## config.mk

```make
export PLATFORM = sky130hd
export DESIGN_NAME = pause_flow_ctl
export DESIGN_NICKNAME = d
export VERILOG_FILES = /design/src/rtl/pause_pkg.sv /design/src/rtl/pause_down_counter.sv /design/src/rtl/pause_rx_pacer.sv /design/src/rtl/pause_tx_gate.sv /design/src/rtl/pause_flow_ctl.sv
export SDC_FILE = /design/constraint.sdc
export NUM_CORES = 1
export LEC_CHECK = 0
export ABC_AREA = 1
export BUFFER_PORTS_ARGS = -buffer_cell sky130_fd_sc_hd__buf_2
export CAP_MARGIN = 10
export CORE_UTILIZATION = 55
export DETAILED_ROUTE_END_ITERATION = 10
export PLACE_DENSITY = 0.83
export SYNTH_ARGS = -nofsm -noshare
export SYNTH_HDL_FRONTEND = slang
export SYNTH_SLANG_ARGS = --single-unit
```

## constraint.sdc

```tcl
create_clock -name clk -period 3.3 [get_ports clk]
set_input_delay 0.165 -clock clk [delete_from_list [all_inputs] [get_ports clk]]
set_output_delay 0.165 -clock clk [all_outputs]
set_load 0.01 [all_outputs]
```

## src/rtl/pause_pkg.sv

```systemverilog
package pause_pkg;

    localparam int unsigned QUANTA_W = 16;

    typedef logic [QUANTA_W-1:0] quanta_t;

    // Margin subtracted from the advertised pause time on reload
    localparam quanta_t RELOAD_MARGIN = quanta_t'(16'h00FF);

    typedef enum logic [1:0] {
        RX_IDLE = 2'd0,
        RX_REQ  = 2'd1,
        RX_WAIT = 2'd2
    } rx_state_e;

    function automatic quanta_t reload_from_sent(input quanta_t sent);
        if (sent > RELOAD_MARGIN)
            return quanta_t'(sent - RELOAD_MARGIN);
        else
            return '0;
    endfunction

endpackage

```

## src/rtl/pause_down_counter.sv

```systemverilog
module pause_down_counter #(
    parameter int unsigned W = pause_pkg::QUANTA_W
) (
    input  logic         clk,
    input  logic         rst,
    input  logic         load,
    input  logic [W-1:0] load_val,
    input  logic         tick,
    output logic [W-1:0] value,
    output logic         is_zero
);

    always_ff @(posedge clk) begin
        if (rst)
            value <= '0;
        else if (load)
            value <= load_val;
        else if (tick && (value != '0))
            value <= value - W'(1);
    end

    assign is_zero = (value == '0);

    a_r4_load_wins: assert property (@(posedge clk) disable iff (rst)
        load |=> (value == $past(load_val)));

    a_r3_dec_one: assert property (@(posedge clk) disable iff (rst)
        (tick && !load && (value != '0)) |=> (value == $past(value) - W'(1)));

    a_r3_no_wrap: assert property (@(posedge clk) disable iff (rst)
        (tick && !load && (value == '0)) |=> (value == '0));

    a_r11_hold: assert property (@(posedge clk) disable iff (rst)
        (!tick && !load) |=> $stable(value));

endmodule

```

## src/rtl/pause_rx_pacer.sv

```systemverilog
module pause_rx_pacer
    import pause_pkg::*;
(
    input  logic    clk,
    input  logic    rst,
    input  logic    slot_tick,
    input  logic    congest,
    input  logic    pause_sent,
    input  quanta_t sent_quanta,
    output logic    pause_req,
    output quanta_t rx_timer
);

    rx_state_e state_q, state_d;
    logic      timer_zero;
    logic      do_load;

    assign do_load = (state_q == RX_REQ) && pause_sent;

    pause_down_counter #(.W(QUANTA_W)) u_rx_cnt (
        .clk      (clk),
        .rst      (rst),
        .load     (do_load),
        .load_val (reload_from_sent(sent_quanta)),
        .tick     (slot_tick),
        .value    (rx_timer),
        .is_zero  (timer_zero)
    );

    always_comb begin
        state_d = state_q;
        unique case (state_q)
            RX_IDLE: if (congest) state_d = RX_REQ;
            RX_REQ:  if (pause_sent) state_d = RX_WAIT;
            RX_WAIT: if (timer_zero) state_d = congest ? RX_REQ : RX_IDLE;
            default: state_d = RX_IDLE;
        endcase
    end

    always_ff @(posedge clk) begin
        if (rst) state_q <= RX_IDLE;
        else     state_q <= state_d;
    end

    assign pause_req = (state_q == RX_REQ);

    a_r6_req_held: assert property (@(posedge clk) disable iff (rst)
        (pause_req && !pause_sent) |=> pause_req);

    a_r7_reload: assert property (@(posedge clk) disable iff (rst)
        (pause_req && pause_sent) |=>
            (!pause_req && (rx_timer == reload_from_sent($past(sent_quanta)))));

    a_r10_stray_sent: assert property (@(posedge clk) disable iff (rst)
        (!pause_req && pause_sent && !slot_tick) |=> $stable(rx_timer));

    a_r9_no_rerequest: assert property (@(posedge clk) disable iff (rst)
        ((state_q == RX_WAIT) && (rx_timer == '0) && !congest) |=> !pause_req);

    a_r8_rerequest: assert property (@(posedge clk) disable iff (rst)
        ((state_q == RX_WAIT) && (rx_timer == '0) && congest) |=> pause_req);

endmodule

```

## src/rtl/pause_tx_gate.sv

```systemverilog
module pause_tx_gate
    import pause_pkg::*;
(
    input  logic    clk,
    input  logic    rst,
    input  logic    slot_tick,
    input  logic    pause_rcvd,
    input  quanta_t rcvd_quanta,
    output logic    tx_enable,
    output quanta_t tx_timer
);

    logic timer_zero;

    pause_down_counter #(.W(QUANTA_W)) u_tx_cnt (
        .clk      (clk),
        .rst      (rst),
        .load     (pause_rcvd),
        .load_val (rcvd_quanta),
        .tick     (slot_tick),
        .value    (tx_timer),
        .is_zero  (timer_zero)
    );

    assign tx_enable = timer_zero;

    a_r2_gate_closes: assert property (@(posedge clk) disable iff (rst)
        (pause_rcvd && (rcvd_quanta != '0)) |=> !tx_enable);

    a_r5_zero_quanta: assert property (@(posedge clk) disable iff (rst)
        (pause_rcvd && (rcvd_quanta == '0)) |=> tx_enable);

    a_r3_reopen: assert property (@(posedge clk) disable iff (rst)
        (!pause_rcvd && slot_tick && (tx_timer == quanta_t'(1))) |=> tx_enable);

endmodule

```

## src/rtl/pause_flow_ctl.sv

```systemverilog
module pause_flow_ctl
    import pause_pkg::*;
(
    input  logic                clk,
    input  logic                rst,
    input  logic                slot_tick,
    input  logic                congest,
    input  logic                pause_sent,
    input  logic [QUANTA_W-1:0] pause_sent_quanta,
    input  logic                pause_rcvd,
    input  logic [QUANTA_W-1:0] pause_rcvd_quanta,
    output logic                pause_req,
    output logic                tx_enable,
    output logic [QUANTA_W-1:0] rx_timer,
    output logic [QUANTA_W-1:0] tx_timer
);

    pause_rx_pacer u_rx (
        .clk         (clk),
        .rst         (rst),
        .slot_tick   (slot_tick),
        .congest     (congest),
        .pause_sent  (pause_sent),
        .sent_quanta (pause_sent_quanta),
        .pause_req   (pause_req),
        .rx_timer    (rx_timer)
    );

    pause_tx_gate u_tx (
        .clk         (clk),
        .rst         (rst),
        .slot_tick   (slot_tick),
        .pause_rcvd  (pause_rcvd),
        .rcvd_quanta (pause_rcvd_quanta),
        .tx_enable   (tx_enable),
        .tx_timer    (tx_timer)
    );

    a_r1_reset_idle: assert property (@(posedge clk)
        rst |=> (!pause_req && tx_enable && (rx_timer == '0) && (tx_timer == '0)));

endmodule

```

==> impl_results.md, run 1 <==
- Initial Util: 57.0%
- Setup WS post-layout: 1.30 ns
- RSZ-0062 raised after global routing: false
- Layout area overhead: 17.1%
- Total gr overflow: 0
- Relative slew margins: 41.3%
- Mux cell area share after synthesis: 0%
- DR WL/cell: 11.4 µm
- Core area: 4720 µm²
- Max clock buf depth: 2
- DIE AREA: 5180 µm²
- Critical path's slowest cell: dfxtp_1
- Yosys reg bits: 34
- Hold Path Class: in -> reg
- Number of max-cap violations: 0
- Root buffer cell: clkbuf_8
- Setup Buffers After CTS: 0
- Post-synth top flop: dfxtp_1
- Post-cts repair resize count: 0
- Crit Path Max Fanout: 4
- Clock skew: 0.00782 ns
- Leading area contributor after synthesis: dfxtp_1
- Number of DRC markers in iteration 0: 159
- Xor/xnor share of the synthesized area: 4.55%
- VDD IR-drop max: 0.243 mV
- Fraction of final layout cells sized beyond drive strength 1: 20.3%
- CP peak stage delay: 0.34 ns
- Seq/Total Area, Yosys: 25.3%
- Die span in x: 72.0 µm
- Antenna cells: 0
- Total Nets Final: 572
- Number of global-route vias before repair: 2438
- Achievable Freq: 501 MHz
- Num rows: 25
- Post-DP Area: 3060 µm²
- Drt pass-1 iters: 5
- Netlist Area Pre-Place: 2690 µm²
- CP startpoint kind: flop
- Adder-cell share of the synthesized area: 1.39%
- Max-slew violations: 0
- Post-synthesis simple-gate area fraction: 46.9%
- Most frequent cells in the layout: nor2_1 (107), nand2_1 (102), buf_2 (71)
- H-tree lvl count: 2
- CTS sink cnt: 34
- Status: finished, final reports clean
- I/O pin cnt: 72
- PD cells: 437 nW/µm²
- Overall Global Routing Usage: 26.3%
- Worst-Skew Late Latency: 0.29 ns
- Share of the synthesized area in the top cell type: 25.3%
- Clock-pin slew on the worst setup and hold paths: 0.08 ns
- Synth cell types: 30
- Die height: 72.0 µm
- DRT antenna net count: 0
- Commonest non-fill, non-tap cell in the layout: nor2_1
- Number of buffers added on ports: 71
- Top post-synthesis cells by area: dfxtp_1 (25%), nor2_1 (15%), nand2_1 (14%)
- Largest net degree at the start of global routing: 32
- WL final: 6840 µm
- Number of synthesized flops with an enable pin: 0
- First-pass GRT wire length: 10900 µm
- Final HPWL DP: 5080 µm
- Crit path time final: 2.00 ns
- Initial antenna violation count: 0
- Post-route cell area: 3150 µm²
- Final-report hold violation count: 0
- Via count: 3091
- Ys Warns: 0
- Period utilization: 60.5%
- Synth Area in Compound Gates: 11.8%
- Slew @ Worst Pin: 0.880 ns
- Cells after synthesis: 463
- CTS buffer count: 5
- CTS tree: done
- Final setup viols: 0
- Hold_buf cts: 0
- Vias per inst: 5.16
- Global placer's final weighted congestion: 0.893
- Syn_nets: 504
- Pre-CTS WS: 1.61 ns
- Drt drc: 0
- Post-synthesis async set-or-reset flop share: 0%
- Critical path cell sequence: inv_1 > ha_1 > nand3_1 > nor2_1 > nand3b_1 > nor4_1 > buf_2
- Setup TNS: 0 ns
- WP data arrival: 1.83 ns
- Syn_area_per_cell: 5.82 µm²
- P_leak: 0.00167 µW
- Crit path capture type: output port
- Data required, critical path: 3.13 ns
- Largest family of logic cells by synthesized area: simple AND/OR/NAND/NOR gates
- CP Class: reg -> out
==> synth_stat cells (2+ instances only) <==
library cell  instances
a21oi_1              14
buf_6                 4
clkbuf_1              4
dfxtp_1              34
ha_1                  3
inv_1                50
inv_2                 3
nand2_1             102
nand2_2               6
nand2_4               3
nand3_1              43
nand4_1               2
nor2_1              107
nor2_2                8
nor2_4                3
nor3_1                5
nor3_2                4
o21ai_0              26
o21ai_1              19
xnor2_1               5
xor2_1                9
==> through the flow <==
stage,total power (µW),cells,util (%),hold WS [ns]
after global placement,1040,591,64.8,0.381
after floorplan,904,463,-,0.234
final,1380,599,66.8,0.0775
after CTS,1380,599,66.8,0.0761
after global routing,1470,599,66.8,0.0781
after detailed placement,1050,591,64.8,0.387
==> worst paths after layout <==
kind / from / to / slack, ns / cells past startpoint
worst max-delay path: u_tx.u_tx_cnt.value[0] / tx_enable / 1.30 / 7
worst min register to register: u_tx.u_tx_cnt.value[8] / u_tx.u_tx_cnt.value[8] / 0.56 / 2
worst min-delay path: rst / u_rx.state_q[1] / 0.08 / 2
worst max register to register: u_rx.u_rx_cnt.value[0] / u_rx.u_rx_cnt.value[7] / 1.59 / 10
==> kinds of logic after synthesis <==
| logic type | Yosys count |
|---|---|
| AO/OA/AOI/OAI | 62 |
| AND/OR/NAND/NOR | 287 |
| flip-flops | 34 |
| XOR/XNOR | 14 |
| buffers and inverters | 63 |
| adder cells (fa/ha/maj) | 3 |
==> state kept, by name, summed over array words and instances, names as in the netlist <==
register,flops
u_rx.state_q,2
u_rx.u_rx_cnt.value,16
u_tx.u_tx_cnt.value,16
==> power by group <==
part	internal [µW]	leakage (µW)	switching, µW	total, µW
logic	198	0.00134	325	523
registers	458	0.000283	66.1	524
clock network	168	0.0000472	164	332
==> layer usage <==
metal	share of wire [%]	track usage, %
met4	1.2	8.28
met1	50	38.3
met5	0	0
met3	5.1	4.03
met2	44	39.9
==> layout make-up <==
cell class / count / area (µm²)
clock buffers: 6 / 82.6
clock inverters: 2 / 12.5
fillers: 465 / 1570
inverters: 53 / 199
multi-input cells: 366 / 1740
flip-flops and latches: 34 / 681
well taps: 67 / 83.8
repair buffers: 71 / 355
==> worst max-delay path, delay by kind of cell, from the launching register on <==
kind          cells  cell delay, ns
buf+inv           2            0.26
flops             1            0.34
fa+ha+maj         1            0.26
simple gates      4            0.67
No activity file was read; power rests on OpenSTA's default activity.
==> inputs of run 2 (changes only) <==
--- a/config.mk
+++ b/config.mk
@@ -5,12 +5,12 @@
 export SDC_FILE = /design/constraint.sdc
 export NUM_CORES = 1
 export LEC_CHECK = 0
-export ABC_AREA = 1
+export ABC_AREA = 0
 export BUFFER_PORTS_ARGS = -buffer_cell sky130_fd_sc_hd__buf_2
 export CAP_MARGIN = 10
-export CORE_UTILIZATION = 55
+export CORE_UTILIZATION = 51
 export DETAILED_ROUTE_END_ITERATION = 10
-export PLACE_DENSITY = 0.83
+export PLACE_DENSITY = 0.8
 export SYNTH_ARGS = -nofsm -noshare
 export SYNTH_HDL_FRONTEND = slang
 export SYNTH_SLANG_ARGS = --single-unit
==> constraint.sdc (replaced) <==
create_clock -name clk -period 2.02 [get_ports clk]
set_input_delay 0.101 -clock clk [delete_from_list [all_inputs] [get_ports clk]]
set_output_delay 0.101 -clock clk [all_outputs]
set_load 0.01 [all_outputs]
==> impl_results.md, run 2 <==
- Root buffer cell: clkbuf_8
- Layout area overhead: 49.2%
- I/O pin cnt: 72
- Core area: 4320 µm²
- WL final: 7410 µm
- Drt drc: 0
- Syn_area_per_cell: 7.84 µm²
- Commonest cells in the netlist: nor2_1 (37), dfxtp_1 (34), xnor2_1 (24), a21oi_1 (18), nand2_1 (17)
- H-tree lvl count: 2
- Initial antenna violation count: 0
- Number of synthesized flops with an enable pin: 0
- Setup WS post-layout: -0.185 ns
- Worst-Skew Late Latency: 0.29 ns
- Via count: 2770
- DRT antenna net count: 0
- Data required, critical path: 2.20 ns
- Multi-input combinational cell area: 1710 µm²
- DIE AREA: 4760 µm²
- Largest registers: u_rx.u_rx_cnt.value x16, u_tx.u_tx_cnt.value x16, u_rx.state_q x2
- Netlist Area Pre-Place: 2290 µm²
- Initial Util: 53.0%
- Most frequent cells in the layout: buf_2 (70), buf_4 (47), nor2_1 (32)
- Global placer's final weighted congestion: 0.835
- Antenna cells: 0
- CP startpoint kind: flop
- DR WL/cell: 16.0 µm
- Cells after synthesis: 292
- Ys Warns: 0
- First-pass GRT wire length: 11000 µm
- Largest net degree at the start of global routing: 23
- CTS buffer count: 5
- Commonest non-fill, non-tap cell in the layout: buf_2
- Final-report hold violation count: 0
- Fraction of final layout cells sized beyond drive strength 1: 43.6%
- Most frequent cell after synthesis: nor2_1
- Vias per inst: 5.98
- Total gr overflow: 0
- CP Class: reg -> reg
- Top post-synthesis cells by area: dfxtp_1 (30%), xnor2_1 (9.2%), nor2_1 (6.1%)
- Share of the synthesized area in the top cell type: 29.7%
- Setup TNS: -1.53 ns
- Die span in x: 69.0 µm
- Sequential cell area: 692 µm²
- Max clock buf depth: 2
- Number of max-cap violations: 0
- VDD IR-drop max: 0.651 mV
- P_leak: 0.00151 µW
- Crit Path Max Fanout: 4
- Crit path time final: 2.20 ns
- Post-layout power: 3770 µW
- Num rows: 24
- Hold WS: 0.0434 ns
- WP data arrival: 2.38 ns
- Period utilization: 109%
- Synth cell types: 50
- Hold_buf cts: 0
- Slew @ Worst Pin: 0.549 ns
- RSZ-0062 raised after global routing: true
- Syn_nets: 333
- Status: finished, violations left
- FILL cells: 300
- Drt pass-1 iters: 5
- Clock skew: 0.0102 ns
- Number of buffers added on ports: 71
- Post-synth top flop: dfxtp_1
- Placed cell count: 448
- Number of DRC markers in iteration 0: 191
- Final std cells w/o fill: 463
- Post-synthesis async set-or-reset flop share: 0%
- Clock-pin slew on the worst setup and hold paths: 0.07 ns
- Seq/Total Area, Yosys: 29.7%
- Yosys reg bits: 34
- Final setup viols: 20
- Number of global-route vias before repair: 2426
- Max-slew violations: 0
- Final HPWL DP: 5020 µm
- Leading area contributor after synthesis: dfxtp_1
- Hold Path Class: in -> reg
- Die height: 69.0 µm
- Relative slew margins: 63.2%
- CTS tree: done
- PD cells: 1100 nW/µm²
- CTS sink cnt: 34
- Achievable Freq: 454 MHz
- Total Nets Final: 451
- Overall Global Routing Usage: 28.2%
- Failing checks: setup timing
- Crit path capture type: flop
-- run 2: cells by family (layout without fill, tap and decap cells) --
| logic type | after synthesis | in the layout | share of synthesized area, % |
|---|---|---|---|
| multiplexers | 11 | 11 | 4.81 |
| flip-flops | 34 | 34 | 29.7 |
| buffers and inverters | 24 | 143 | 4.32 |
| adder cells (fa/ha/maj) | 3 | 3 | 1.64 |
| AO/OA/AOI/OAI | 59 | 59 | 17.3 |
| AND/OR/NAND/NOR | 132 | 132 | 31.1 |
| XOR/XNOR | 29 | 29 | 11.1 |
-- run 2: power breakdown --
| group | switching (µW) | internal [µW] | total, µW | leakage, µW |
|---|---|---|---|---|
| clock | 248 | 369 | 618 | 0.0000524 |
| combinational | 1090 | 1090 | 2180 | 0.00117 |
| sequential | 169 | 803 | 972 | 0.000282 |
| total | 1500 | 2260 | 3770 | 0.00151 |
-- run 2: what timing repair did --
item                                    in CTS  in global routing
buffers inserted                             1                  6
resized for setup                            7                 31
pin swaps                                   12                 42
endpoints found under the hold margin        0                  0
endpoints found under the setup margin      19                 28
-- run 2: worst max-delay path, stage by stage (launching register included) --
cell	delay, ns
dfxtp_2	0.32
or4_4	0.55
or4_4	0.56
and2_4	0.19
and3_4	0.17
xor2_1	0.13
o21a_1	0.17
-- run 2: metrics by stage --
stage / setup slack, ns / area [µm²] / util [%]
after floorplan: -0.371 / 2380 / -
after global placement: -0.204 / 3100 / 71.6
after detailed placement: -0.252 / 3100 / 71.6
after CTS: -0.155 / 3240 / 75.0
after global routing: -0.210 / 3420 / 79.0
final: -0.185 / 3420 / 79.0
-- run 2: cell type report --
class	instances	area share [%]
sequential	34	20.3
clock buffer	7	2.23
multi-input combinational	234	50.2
tap	52	1.90
timing repair buffer	126	23.6
inverter	9	0.989
clock inverter	1	0.879
-- run 2: final timing paths --
kind / from / end / slack, ns / cells past startpoint
setup / recovery: u_tx.u_tx_cnt.value[6] / u_tx.u_tx_cnt.value[5] / -0.18 / 6
hold / removal: pause_rcvd_quanta[9] / u_tx.u_tx_cnt.value[9] / 0.04 / 3
setup reg to reg: u_tx.u_tx_cnt.value[6] / u_tx.u_tx_cnt.value[5] / -0.18 / 6
hold reg to reg: u_rx.u_rx_cnt.value[13] / u_rx.u_rx_cnt.value[13] / 0.56 / 2
-- run 2: routing by layer --
layer  global-route usage [%]  vias up  part of all wire [%]
li1                         -     1305                     -
met4                     9.52        0                   1.8
met5                        0        -                     0
met1                     34.6     1306                    40
met3                     3.95       12                   6.6
met2                     50.3      147                    52
==> inputs of run 3 (changes only) <==
--- a/config.mk
+++ b/config.mk
@@ -11,6 +11,7 @@
 export CORE_UTILIZATION = 51
 export DETAILED_ROUTE_END_ITERATION = 10
 export PLACE_DENSITY = 0.8
+export REMOVE_ABC_BUFFERS = 1
 export SYNTH_ARGS = -nofsm -noshare
 export SYNTH_HDL_FRONTEND = slang
 export SYNTH_SLANG_ARGS = --single-unit
==> impl_results.md, run 3 (synthesis results as in run 2) <==
- Status: finished, violations left
- Failing checks: setup timing
- DRT antenna net count: 0
- Crit Path Max Fanout: 4
- WL final: 6930 µm
- Die height: 69.0 µm
- Drt pass-1 iters: 4
- Via count: 2653
- First-pass GRT wire length: 11000 µm
- Relative slew margins: 67.1%
- Core Util, Final: 76.0%
- Max clock buf depth: 2
- CP Class: reg -> reg
- CP dominant cell by count: or4_4
- RSZ-0062 raised after global routing: true
- Multi-input combinational cell area: 1650 µm²
- I/O pin cnt: 72
- Commonest non-fill, non-tap cell in the layout: buf_2
- CP peak stage delay: 0.56 ns
- Die span in x: 69.0 µm
- Critical path's slowest cell: or4_4
- Core area: 4320 µm²
- Period utilization: 107%
- Hold Path Class: in -> reg
- Initial Util: 53.0%
- Total Nets Final: 447
- Sequential cell area: 684 µm²
- FILL cells: 330
- CTS sink cnt: 34
- Number of buffers added on ports: 71
- PD cells: 1050 nW/µm²
- Antenna cells: 0
- Number of DRC markers in iteration 0: 166
- RR Startpoint: u_tx.u_tx_cnt.value[9]
- Max-slew violations: 0
- Overall Global Routing Usage: 28.3%
- Crit path capture type: flop
- Top delay family on crit path: simple AND/OR/NAND/NOR gates
- Clock skew: 0.00363 ns
- Clock-pin slew on the worst setup and hold paths: 0.07 ns
- Worst-Skew Late Latency: 0.29 ns
- Achievable Freq: 461 MHz
- WP buf/inv: 0
- Post-layout power: 3440 µW
- WP data arrival: 2.35 ns
- H-tree lvl count: 2
- Most frequent cells in the layout: buf_2 (71), buf_4 (43), nor2_1 (31), dfxtp_1 (31), xnor2_1 (24)
- Combinational Power Share: 57.9%
- Num rows: 24
- P_leak: 0.00146 µW
- Net switching power: 1370 µW
- Register share of total power: 27.5%
- VDD IR-drop max: 0.584 mV
- Worst Reg-to-Reg Cells: 6
- Root buffer cell: clkbuf_8
- DR WL/cell: 15.2 µm
- Setup WS post-layout: -0.151 ns
- CTS buffer count: 5
- Initial antenna violation count: 0
- Final setup viols: 16
- Setup crit start: u_tx.u_tx_cnt.value[9]
- Vias per inst: 5.81
- Drt drc: 0
- Slew @ Worst Pin: 0.493 ns
- Total gr overflow: 0
- Clk network pwr share: 14.6%
- Sw frac: 39.8%
- Crit path time final: 2.17 ns
- Levels on crit path: 6
- Final HPWL DP: 4920 µm
- Data required, critical path: 2.20 ns
- CP startpoint kind: flop
- Hold_buf cts: 0
- Largest registers: u_rx.u_rx_cnt.value x16, u_tx.u_tx_cnt.value x16, u_rx.state_q x2
- Number of max-cap violations: 0
- CTS tree: done
- Global placer's final weighted congestion: 0.887
- Hold WS: 0.0461 ns
- Largest net degree at the start of global routing: 25
- Post-DP Area: 2990 µm²
- Final-report hold violation count: 0
- Hold path depth: 3
- DIE AREA: 4760 µm²
- Layout area overhead: 43.6%
- Hold path startpoint: pause_rcvd_quanta[3]
- Fraction of final layout cells sized beyond drive strength 1: 41.5%
- Critical path cell sequence: or4_4 > or4_4 > and2_4 > and3_4 > xor2_1 > o21a_1
- Number of global-route vias before repair: 2465
- Post-route cell area: 3290 µm²
- Internal power: 2070 µW
run 3: cell types whose count changed in the layout (fill, tap and decap cells not counted), sizes merged:
cell,previous run,this run
bufinv,1,0
buf,126,122
clkbuf,7,6
run 3: final cells by class:
class                           count  share of cell area, %
Multi-Input combinational cell    234                   50.2
Timing Repair Buffer              122                   23.4
Sequential cell                    34                   20.8
Clock buffer                        6                   2.51
Tap cell                           52                   1.98
Inverter                            9                   1.10
run 3: per-layer routing:
metal | wire, µm | GRT usage (%) | part of all wire, %
met3 | 415 | 5.99 | 6.0
met1 | 2860 | 33.9 | 41
met5 | 0 | 0 | 0
met4 | 124 | 10.7 | 1.8
met2 | 3530 | 49.2 | 51
run 3: power by group through the flow:
stage	registers [µW]	clock network (µW)	logic, µW
floorplan	1010	0	877
CTS	930	510	1760
global placement	930	0	1630
global route	963	538	2150
finish	947	504	1990
detailed placement	935	0	1670
run 3: per-stage QoR:
step	setup TNS [ns]	worst slack, ns	std cells
2_1_floorplan	-11.66	-0.736	277
6_report	-0.844	-0.151	457
5_1_grt	-2.62	-0.204	457
3_3_place_gp	-1.82	-0.235	446
3_5_place_dp	-2.89	-0.301	446
4_1_cts	-0.991	-0.145	454
run 3: path summary, 6_finish.rpt:
kind	end	slack (ns)
worst max-delay path	u_tx.u_tx_cnt.value[5]	-0.15
worst min-delay path	u_tx.u_tx_cnt.value[3]	0.05
worst max register to register	u_tx.u_tx_cnt.value[5]	-0.15
worst min register to register	u_rx.u_rx_cnt.value[13]	0.50
run 3: what timing repair did:
action	CTS	global route
buffers inserted	2	3
pin swaps	6	30
endpoints found under the hold margin	0	0
gates resized for setup	12	36
endpoints found under the setup margin	30	34
run 3: worst reg2reg max path: stages, from the launching register on:
cell and delay [ns]:
dfxtp_1 0.31, or4_4 0.56, or4_4 0.56, and2_4 0.17, and3_4 0.17, xor2_1 0.13, o21a_1 0.17
